$ cat src/rtl/spi_sclk_pkg.sv
package spi_sclk_pkg;

  // Clock edge event produced by the waveform shaper.
  typedef enum logic [1:0] {
    EV_NONE  = 2'd0,
    EV_LEAD  = 2'd1,
    EV_TRAIL = 2'd2
  } edge_ev_t;

  // Launch uses the leading edge when the phase bit is set, otherwise the trailing edge.
  function automatic logic launch_of(input logic cpha, input edge_ev_t ev);
    return cpha ? (ev == EV_LEAD) : (ev == EV_TRAIL);
  endfunction

  function automatic logic sample_of(input logic cpha, input edge_ev_t ev);
    return cpha ? (ev == EV_TRAIL) : (ev == EV_LEAD);
  endfunction

endpackage

$ cat src/rtl/spi_sclk_cfg.sv
module spi_sclk_cfg #(
  parameter int PRE_W = 13,
  parameter int CNT_W = 6
) (
  input  logic             clk,
  input  logic             rst_n,
  input  logic             run,
  input  logic             load,
  input  logic             bypass_i,
  input  logic [PRE_W-1:0] pre_i,
  input  logic [CNT_W-1:0] per_i,
  input  logic [CNT_W-1:0] hi_i,
  input  logic             cpol_i,
  input  logic             cpha_i,
  output logic             bypass_o,
  output logic [PRE_W-1:0] pre_o,
  output logic [CNT_W-1:0] per_o,
  output logic [CNT_W-1:0] hi_o,
  output logic             cpol_o,
  output logic             cpha_o
);

  logic take;
  assign take = load && !run;

  always_ff @(posedge clk or negedge rst_n) begin
    if (!rst_n) begin
      bypass_o <= 1'b0;
      pre_o    <= '0;
      per_o    <= CNT_W'(1);
      hi_o     <= '0;
      cpol_o   <= 1'b0;
      cpha_o   <= 1'b0;
    end else if (take) begin
      bypass_o <= bypass_i;
      pre_o    <= pre_i;
      per_o    <= per_i;
      hi_o     <= hi_i;
      cpol_o   <= cpol_i;
      cpha_o   <= cpha_i;
    end
  end

endmodule

$ cat src/rtl/spi_sclk_prescale.sv
module spi_sclk_prescale #(
  parameter int PRE_W = 13
) (
  input  logic             clk,
  input  logic             rst_n,
  input  logic             en,
  input  logic [PRE_W-1:0] pre_m1,
  output logic             tick
);

  logic [PRE_W-1:0] cnt;

  assign tick = en && (cnt == pre_m1);

  always_ff @(posedge clk or negedge rst_n) begin
    if (!rst_n)    cnt <= '0;
    else if (!en)  cnt <= '0;
    else if (tick) cnt <= '0;
    else           cnt <= cnt + PRE_W'(1);
  end

endmodule

$ cat src/rtl/spi_sclk_shaper.sv
module spi_sclk_shaper
  import spi_sclk_pkg::*;
#(
  parameter int CNT_W = 6
) (
  input  logic             clk,
  input  logic             rst_n,
  input  logic             en,
  input  logic             tick,
  input  logic [CNT_W-1:0] per_m1,
  input  logic [CNT_W-1:0] hi_m1,
  output logic             active,
  output edge_ev_t         ev
);

  localparam int EXT_W = CNT_W + 1;

  logic             started;
  logic [CNT_W-1:0] slot;
  logic [CNT_W-1:0] slot_nx;

  // First tick of a transfer opens slot 0; later ticks step and wrap at the period end.
  function automatic logic [CNT_W-1:0] next_slot(input logic st,
                                                 input logic [CNT_W-1:0] cur,
                                                 input logic [CNT_W-1:0] last);
    if (!st)          return '0;
    else if (cur == last) return '0;
    else              return cur + CNT_W'(1);
  endfunction

  function automatic edge_ev_t slot_event(input logic [CNT_W-1:0] s,
                                          input logic [CNT_W-1:0] hi);
    if (s == '0)                                  return EV_LEAD;
    else if ({1'b0, s} == ({1'b0, hi} + EXT_W'(1))) return EV_TRAIL;
    else                                          return EV_NONE;
  endfunction

  assign slot_nx = next_slot(started, slot, per_m1);

  always_ff @(posedge clk or negedge rst_n) begin
    if (!rst_n) begin
      started <= 1'b0;
      slot    <= '0;
      active  <= 1'b0;
      ev      <= EV_NONE;
    end else if (!en) begin
      started <= 1'b0;
      slot    <= '0;
      active  <= 1'b0;
      ev      <= EV_NONE;
    end else if (tick) begin
      started <= 1'b1;
      slot    <= slot_nx;
      active  <= (slot_nx <= hi_m1);
      ev      <= slot_event(slot_nx, hi_m1);
    end else begin
      ev      <= EV_NONE;
    end
  end

endmodule

$ cat src/rtl/spi_sclk_gen.sv
module spi_sclk_gen
  import spi_sclk_pkg::*;
#(
  parameter int PRE_W = 13,
  parameter int CNT_W = 6
) (
  input  logic             clk,
  input  logic             rst_n,
  input  logic             run,
  input  logic             cfg_load,
  input  logic             cfg_bypass,
  input  logic [PRE_W-1:0] cfg_pre_m1,
  input  logic [CNT_W-1:0] cfg_per_m1,
  input  logic [CNT_W-1:0] cfg_hi_m1,
  input  logic             cfg_cpol,
  input  logic             cfg_cpha,
  output logic             sclk,
  output logic             launch_stb,
  output logic             sample_stb
);

  // Latched configuration, brought out as named wires for the checker.
  logic             byp_w;
  logic [PRE_W-1:0] pre_w;
  logic [CNT_W-1:0] per_w;
  logic [CNT_W-1:0] hi_w;
  logic             pol_w;
  logic             pha_w;

  logic     div_run_w;
  logic     tick_w;
  logic     lvl_w;
  edge_ev_t ev_w;
  logic     byp_stb_q;

  spi_sclk_cfg #(.PRE_W(PRE_W), .CNT_W(CNT_W)) u_cfg (
    .clk(clk), .rst_n(rst_n), .run(run), .load(cfg_load),
    .bypass_i(cfg_bypass), .pre_i(cfg_pre_m1), .per_i(cfg_per_m1),
    .hi_i(cfg_hi_m1), .cpol_i(cfg_cpol), .cpha_i(cfg_cpha),
    .bypass_o(byp_w), .pre_o(pre_w), .per_o(per_w), .hi_o(hi_w),
    .cpol_o(pol_w), .cpha_o(pha_w)
  );

  assign div_run_w = run && !byp_w;

  spi_sclk_prescale #(.PRE_W(PRE_W)) u_pre (
    .clk(clk), .rst_n(rst_n), .en(div_run_w), .pre_m1(pre_w), .tick(tick_w)
  );

  spi_sclk_shaper #(.CNT_W(CNT_W)) u_shape (
    .clk(clk), .rst_n(rst_n), .en(div_run_w), .tick(tick_w),
    .per_m1(per_w), .hi_m1(hi_w), .active(lvl_w), .ev(ev_w)
  );

  always_ff @(posedge clk or negedge rst_n) begin
    if (!rst_n) byp_stb_q <= 1'b0;
    else        byp_stb_q <= run && byp_w;
  end

  assign sclk       = (byp_w && run) ? (clk ^ pol_w) : (pol_w ^ lvl_w);
  assign launch_stb = byp_stb_q || launch_of(pha_w, ev_w);
  assign sample_stb = byp_stb_q || sample_of(pha_w, ev_w);

endmodule

$ cat config.mk
export PLATFORM = sky130hd
export DESIGN_NAME = spi_sclk_gen
export DESIGN_NICKNAME = d
export VERILOG_FILES = /design/src/rtl/spi_sclk_pkg.sv /design/src/rtl/spi_sclk_cfg.sv /design/src/rtl/spi_sclk_prescale.sv /design/src/rtl/spi_sclk_shaper.sv /design/src/rtl/spi_sclk_gen.sv
export SDC_FILE = /design/constraint.sdc
export NUM_CORES = 1
export LEC_CHECK = 0
export BUFFER_PORTS_ARGS = -buffer_cell sky130_fd_sc_hd__buf_2
export CAP_MARGIN = 20
export CORE_MARGIN = 2
export CORE_UTILIZATION = 50
export DETAILED_ROUTE_END_ITERATION = 10
export GPL_ROUTABILITY_DRIVEN = 0
export PLACE_DENSITY_LB_ADDON = 0.3
export SLEW_MARGIN = 10
export SYNTH_ARGS = -nofsm -noshare
export SYNTH_HDL_FRONTEND = slang
export SYNTH_SLANG_ARGS = --single-unit
$ cat constraint.sdc
create_clock -name clk -period 2.8 [get_ports clk]
set_input_delay 0.42 -clock clk [delete_from_list [all_inputs] [get_ports clk]]
set_output_delay 0.42 -clock clk [all_outputs]
set_load 0.02 [all_outputs]
==> key figures, run 1 <==
Routing
  – Final ANT Viol Nets: 0
  – Routed vias: 1978
  – Detailed Route WL: 5.03 mm
  – Routed WL per cell: 13.2 um
  – Via/cell ratio: 5.18
  – DR iter-0 viols: 79
  – DRC viols: 0
  – Drt pass-1 iters: 4

Floorplan
  – Num rows: 27
  – Die Y: 78.7 um
  – Placeable Area: 0.00544 sq mm
  – Width of the chip: 78.7 um
  – Initial core utilization: 51.3%
  – Die Footprint: 0.00620 sq mm
  – I/O Pins: 35

Timing
  – Worst-margin pin slew: 498 ps
  – Fin Setup TNS: 0 ps
  – Slew Viols, Final: 0
  – Period utilization: 92.3%
  – Clock skew: 11.0 ps
  – PnR worst setup slack: 217 ps
  – Final setup fails: 0
  – RSZ-0062 raised after global routing: false
  – Post-route minimum period: 2580 ps
  – Max transition margin: 66.8%
  – Fmax: 0.387 GHz
  – Hold Fails Final Rpt: 0

Power
  – Share of power burned in registers: 51.3%
  – Pwr dens: 526 mW/mm^2
  – Switching pwr: 0.000465 W
  – Internal power: 0.00122 W
  – Clock network fraction of total power: 34.3%
  – Sw frac: 27.6%
  – Leakage: 1.48 nW
  – Max VDD drop: 0.430 mV
  – Combinational share of power: 14.4%

Global route
  – Largest net degree at the start of global routing: 35
  – Antenna violations before repair: 0
  – Vias in the first global route: 2099
  – GRT Util Overall: 19.1%
  – Wire length of the first global-routing pass: 9.14 mm
  – GRT overflow: 0

Yosys
  – Mean post-synth cell area: 10.4 sq um
  – Syn nets: 309
  – Post-synthesis instance total: 268
  – Mapped cell area: 0.00279 sq mm
  – Post-synth EDFFs: 0
  – Register area share after synthesis: 46.7%
  – Synth async-reset ratio: 100%
  – Yosys cell types: 38
  – Yosys Warn Count: 0
  – Yosys reg bits: 52
  – Top FF cell, synth: dfrtp_1

CTS
  – CTS tree: done
  – Clock Latency Late Sink: 420 ps
  – Worst-path clk slew: 90 ps
  – Post-CTS Setup Inserts: 0

Critical path
  – Crit Path Class: register to register
  – Worst path required time: 3140 ps
  – R2r setup slk: 220 ps
  – CP startpoint: u_cfg.per_o[0]
  – Critical path endpoint category: register
  – Max Fanout on Critical Path: 2
  – Critical Path AT: 2930 ps
  – Critical Path Start Type: register
  – Worst r2r src: u_cfg.per_o[0]

Finish
  – Fraction of layout cells with a size suffix above 1: 25.5%
  – # diodes: 0
  – Area growth syn-to-layout: 14.7%
  – Fin nets: 350

Status
  – Status: finished clean

Worst hold path
  – Hold Startpoint: cfg_cpha
  – HP Class: input pin to register

Place
  – Place WS: 204 ps
  – I/O Buffers: 34
  – Post-DP HPWL: 3.79 mm

Run
  – Max_cap viols: 0
[power by group through the flow]
stage          combinational [W]  clock [W]  sequential [W]
5_1_grt                 0.000278   0.000634        0.000873
3_5_place_dp            0.000245  0.0000237        0.000881
2_1_floorplan           0.000174  0.0000183        0.000865
3_3_place_gp            0.000240  0.0000237        0.000878
6_report                0.000242   0.000578        0.000864
4_1_cts                 0.000247   0.000605        0.000866
[cells in the mapped netlist (2+ instances only)]
master | count | area [sq um]
nand2_1 | 15 | 56.3
xnor2_1 | 10 | 87.6
dfrtp_1 | 51 | 1280
nand3_1 | 10 | 50.1
ha_1 | 9 | 113
nand4_1 | 2 | 12.5
a21o_1 | 2 | 15.0
clkbuf_1 | 8 | 30.0
buf_4 | 2 | 15.0
mux2i_1 | 3 | 30.0
xor2_1 | 30 | 263
a31oi_1 | 2 | 12.5
and3_1 | 6 | 37.5
nand2b_1 | 2 | 12.5
a21oi_1 | 10 | 50.1
a221o_1 | 2 | 20.0
nor2_1 | 31 | 116
inv_1 | 11 | 41.3
nor4_1 | 4 | 25.0
mux2_2 | 22 | 248
nor3_1 | 10 | 50.1
nor2b_1 | 3 | 18.8
and2_1 | 2 | 12.5
o21ai_0 | 7 | 35.0
[critical path, cell delays in order (launching register included)]
cell	delay (ps)
dfstp_2	550
xor2_1	220
nor4_4	80
buf_4	150
a211oi_1	290
ha_1	310
a21o_1	190
a21oi_1	140
nor2b_1	60
o32ai_1	310
mux2i_1	120
nor2_1	90
[flip-flops by register name, summed over array words and instances, names as in the netlist]
name,flops
u_cfg.pre_o,13
u_pre.cnt,13
u_cfg.hi_o,6
u_cfg.per_o,6
u_shape.slot,6
u_shape.ev,2
byp_stb_q,1
u_cfg.bypass_o,1
u_cfg.cpha_o,1
u_cfg.cpol_o,1
u_shape.active,1
u_shape.started,1
[placed cells by master (no fill, tap or decap), types with 4 or more instances in the layout]
cell       n
nand3_1   10
and3_1     6
mux2_2    22
nor4_1     4
nand2_1   15
ha_1       9
xnor2_1   10
dfrtp_1   51
buf_4      6
xor2_1    30
nor3_1    10
a21oi_1   10
clkbuf_8   8
inv_1     11
o21ai_0    7
nor2_1    31
buf_2     34
[per-layer routing]
metal / part of all wire, % / track usage, % / vias up / routed length, um
li1: - / - / 997 / -
met1: 44 / 22.6 / 940 / 2210
met2: 51 / 31.6 / 29 / 2550
met3: 2.9 / 5.34 / 12 / 146
met4: 2.3 / 10.4 / 0 / 115
met5: 0 / 0 / - / 0
[layout make-up]
cell class                      count  area (sq um)
Clock buffer                        9           115
Clock inverter                      3          27.5
Fill cell                         485          2240
Inverter                           12          45.0
Multi-Input combinational cell    194          1400
Sequential cell                    52          1300
Tap cell                           72          90.1
Timing Repair Buffer               40           220
[per-stage QoR]
stage	cell area [sq um]	utilization, %	hold slack [ps]	power (W)	instances
floorplan	2790	-	124	0.00106	268
global placement	3050	56.2	326	0.00114	370
detailed placement	3050	56.2	330	0.00115	370
CTS	3200	58.9	195	0.00172	382
global route	3200	58.9	204	0.00179	382
finish	3200	58.9	204	0.00168	382
[kinds of logic (layout without fill, tap and decap cells)]
logic type	Yosys count	count (layout)	synth area share, %
mux	25	25	9.95
buf+inv	22	64	3.23
xor+xnor	40	40	12.6
compound gates	29	29	7.26
fa+ha+maj	9	9	4.03
flops	52	52	46.7
simple gates	91	91	16.3
[final timing paths]
kind / endpoint / cells after the start
max in group asynchronous: u_cfg.per_o[0] / 3
min: u_cfg.cpha_o / 3
min reg2reg: u_cfg.bypass_o / 1
max reg2reg: u_shape.active / 11
min in group asynchronous: u_cfg.hi_o[3] / 2
max: u_shape.active / 11
[timing repair]
item,in CTS,in global routing
hold buffers,1,0
resized for setup,0,1
endpoints found under the hold margin,11,0
setup endpoints to repair,0,1
Power figures use the tool's default switching activity.
==> run 2, diff against run 1 <==
Settings changed: PLACE_DENSITY set to 0.7, PLACE_DENSITY_LB_ADDON 0.3 to unset.
==> run 2 against run 1 <==
Net effect: non-clock buffer count fell by 1; maximum frequency decreased by 1.2%; via count up 0.71%; global-route usage is 0.26 points lower; flip-flop and latch count stayed put; clock power up 19%; critical endpoint is now u_shape.ev[1]; largest power group unchanged; critical path depth shrank 3; largest cell class unchanged; cell area grew 0.59%.
==> key figures, run 2 (synthesis results as in run 1) <==
Status
  – Status: finished clean

Place
  – Post-DP HPWL: 3.76 mm
  – I/O Buffers: 34

Critical path
  – R2R cell count: 8
  – Crit Path Class: register to register
  – Worst r2r src: u_shape.slot[0]
  – R2r setup slk: 190 ps
  – Max Fanout on Critical Path: 12
  – R2r endpoint: u_shape.ev[1]
  – Critical Path Start Type: register
  – Critical Path AT: 2900 ps
  – Critical path endpoint category: register
  – Worst path required time: 3090 ps

Floorplan
  – Num rows: 27
  – I/O Pins: 35
  – Width of the chip: 78.7 um
  – Die Y: 78.7 um
  – Die Footprint: 0.00620 sq mm
  – Initial core utilization: 51.3%
  – Placeable Area: 0.00544 sq mm

Timing
  – Hold Fails Final Rpt: 0
  – Worst-margin pin slew: 687 ps
  – Max transition margin: 54.2%
  – Fmax: 0.383 GHz
  – Clock skew: 7.43 ps
  – Final setup fails: 0
  – Period utilization: 93.4%
  – Post-route minimum period: 2610 ps
  – RSZ-0062 raised after global routing: false
  – Fin Setup TNS: 0 ps
  – Slew Viols, Final: 0

Power
  – Tot Pwr: 0.00179 W
  – Leakage: 1.49 nW
  – Max VDD drop: 0.322 mV
  – Pwr dens: 557 mW/mm^2

CTS
  – CTS tree: done
  – Hold-fix buffers, CTS: 0
  – Worst-path clk slew: 90 ps
  – Clock Latency Late Sink: 410 ps
  – CTS resizes: 0
  – Post-CTS Setup Inserts: 0

Routing
  – Drt pass-1 iters: 4
  – Routed vias: 1992
  – Final ANT Viol Nets: 0
  – Detailed Route WL: 5.01 mm
  – Via/cell ratio: 5.23
  – DR iter-0 viols: 97
  – Routed WL per cell: 13.2 um
  – DRC viols: 0

Global route
  – Antenna violations before repair: 0
  – Vias in the first global route: 2119
  – GRT Util Overall: 18.9%
  – Wire length of the first global-routing pass: 9.10 mm
  – Largest net degree at the start of global routing: 35
  – GRT overflow: 0

Finish
  – Area growth syn-to-layout: 15.4%
  – Most common cell after layout, fill and taps aside: dfrtp_1
  – # diodes: 0
  – Biggest regs: u_cfg.pre_o: 13 flops, u_pre.cnt: 13 flops
  – Fraction of layout cells with a size suffix above 1: 25.2%
  – Fillers: 475
  – Fin nets: 349
  – Leading cell types in the layout, fill and taps excluded: dfrtp_1, buf_2, nor2_1, xor2_1, mux2_2

Run
  – Max_cap viols: 0

Worst hold path
  – HP Class: input pin to asynchronous set/reset pin
-- run 2: worst max path at each step --
stage | depth (start not counted) | slack (ps) | end | start
5_1_grt | 11 | 20 | u_shape.active | u_shape.slot[0]
3_3_place_gp | 8 | 310 | u_shape.ev[1] | u_shape.slot[0]
2_1_floorplan | 9 | 220 | u_shape.ev[1] | u_shape.slot[0]
3_5_place_dp | 8 | 230 | u_shape.ev[1] | u_shape.slot[0]
6_report | 8 | 190 | u_shape.ev[1] | u_shape.slot[0]
4_1_cts | 8 | 170 | u_shape.ev[1] | u_shape.slot[0]
-- run 2: power by group --
part / total [W] / internal, W / switching (W)
Clock: 0.000688 / 0.000417 / 0.000271
Combinational: 0.000243 / 0.000119 / 0.000124
Sequential: 0.000862 / 0.000815 / 0.0000479
-- run 2: area by class of cell --
type                    count  area (sq um)  area share [%]
clock inverters             1          30.0           0.932
inverters                  12          45.0            1.40
well taps                  72          90.1            2.80
flip-flops and latches     52          1300            40.4
multi-input cells         194          1400            43.5
clock buffers              11           143            4.43
repair buffers             39           210            6.52
-- run 2: worst max-delay path, stage by stage (launching register included) --
cell and delay [ps]:
dfrtp_1 480, xor2_1 220, nor4_4 300, a21o_1 350, or2_1 160, ha_1 240, nor4_1 280, nand2_1 100
a2111oi_1 380
-- run 2: through the flow --
| step | setup slack (ps) | util, % | cells | area (sq um) | hold WS (ps) |
|---|---|---|---|---|---|
| 5_1_grt | 24.0 | 59.2 | 381 | 3220 | 83.5 |
| 2_1_floorplan | 217 | - | 268 | 2790 | 124 |
| 3_3_place_gp | 311 | 56.2 | 370 | 3050 | 501 |
| 3_5_place_dp | 229 | 56.2 | 370 | 3050 | 503 |
| 4_1_cts | 166 | 59.2 | 381 | 3220 | 60.2 |
| 6_report | 186 | 59.2 | 381 | 3220 | 39.9 |
-- run 2: metal layers --
| metal | up-vias | wire [um] | track usage, % |
|---|---|---|---|
| met1 | 965 | 2190 | 22.1 |
| met4 | 0 | 77 | 8.42 |
| met2 | 17 | 2640 | 33.2 |
| met5 | - | 0 | 0 |
| li1 | 1004 | - | - |
| met3 | 6 | 112 | 4.09 |
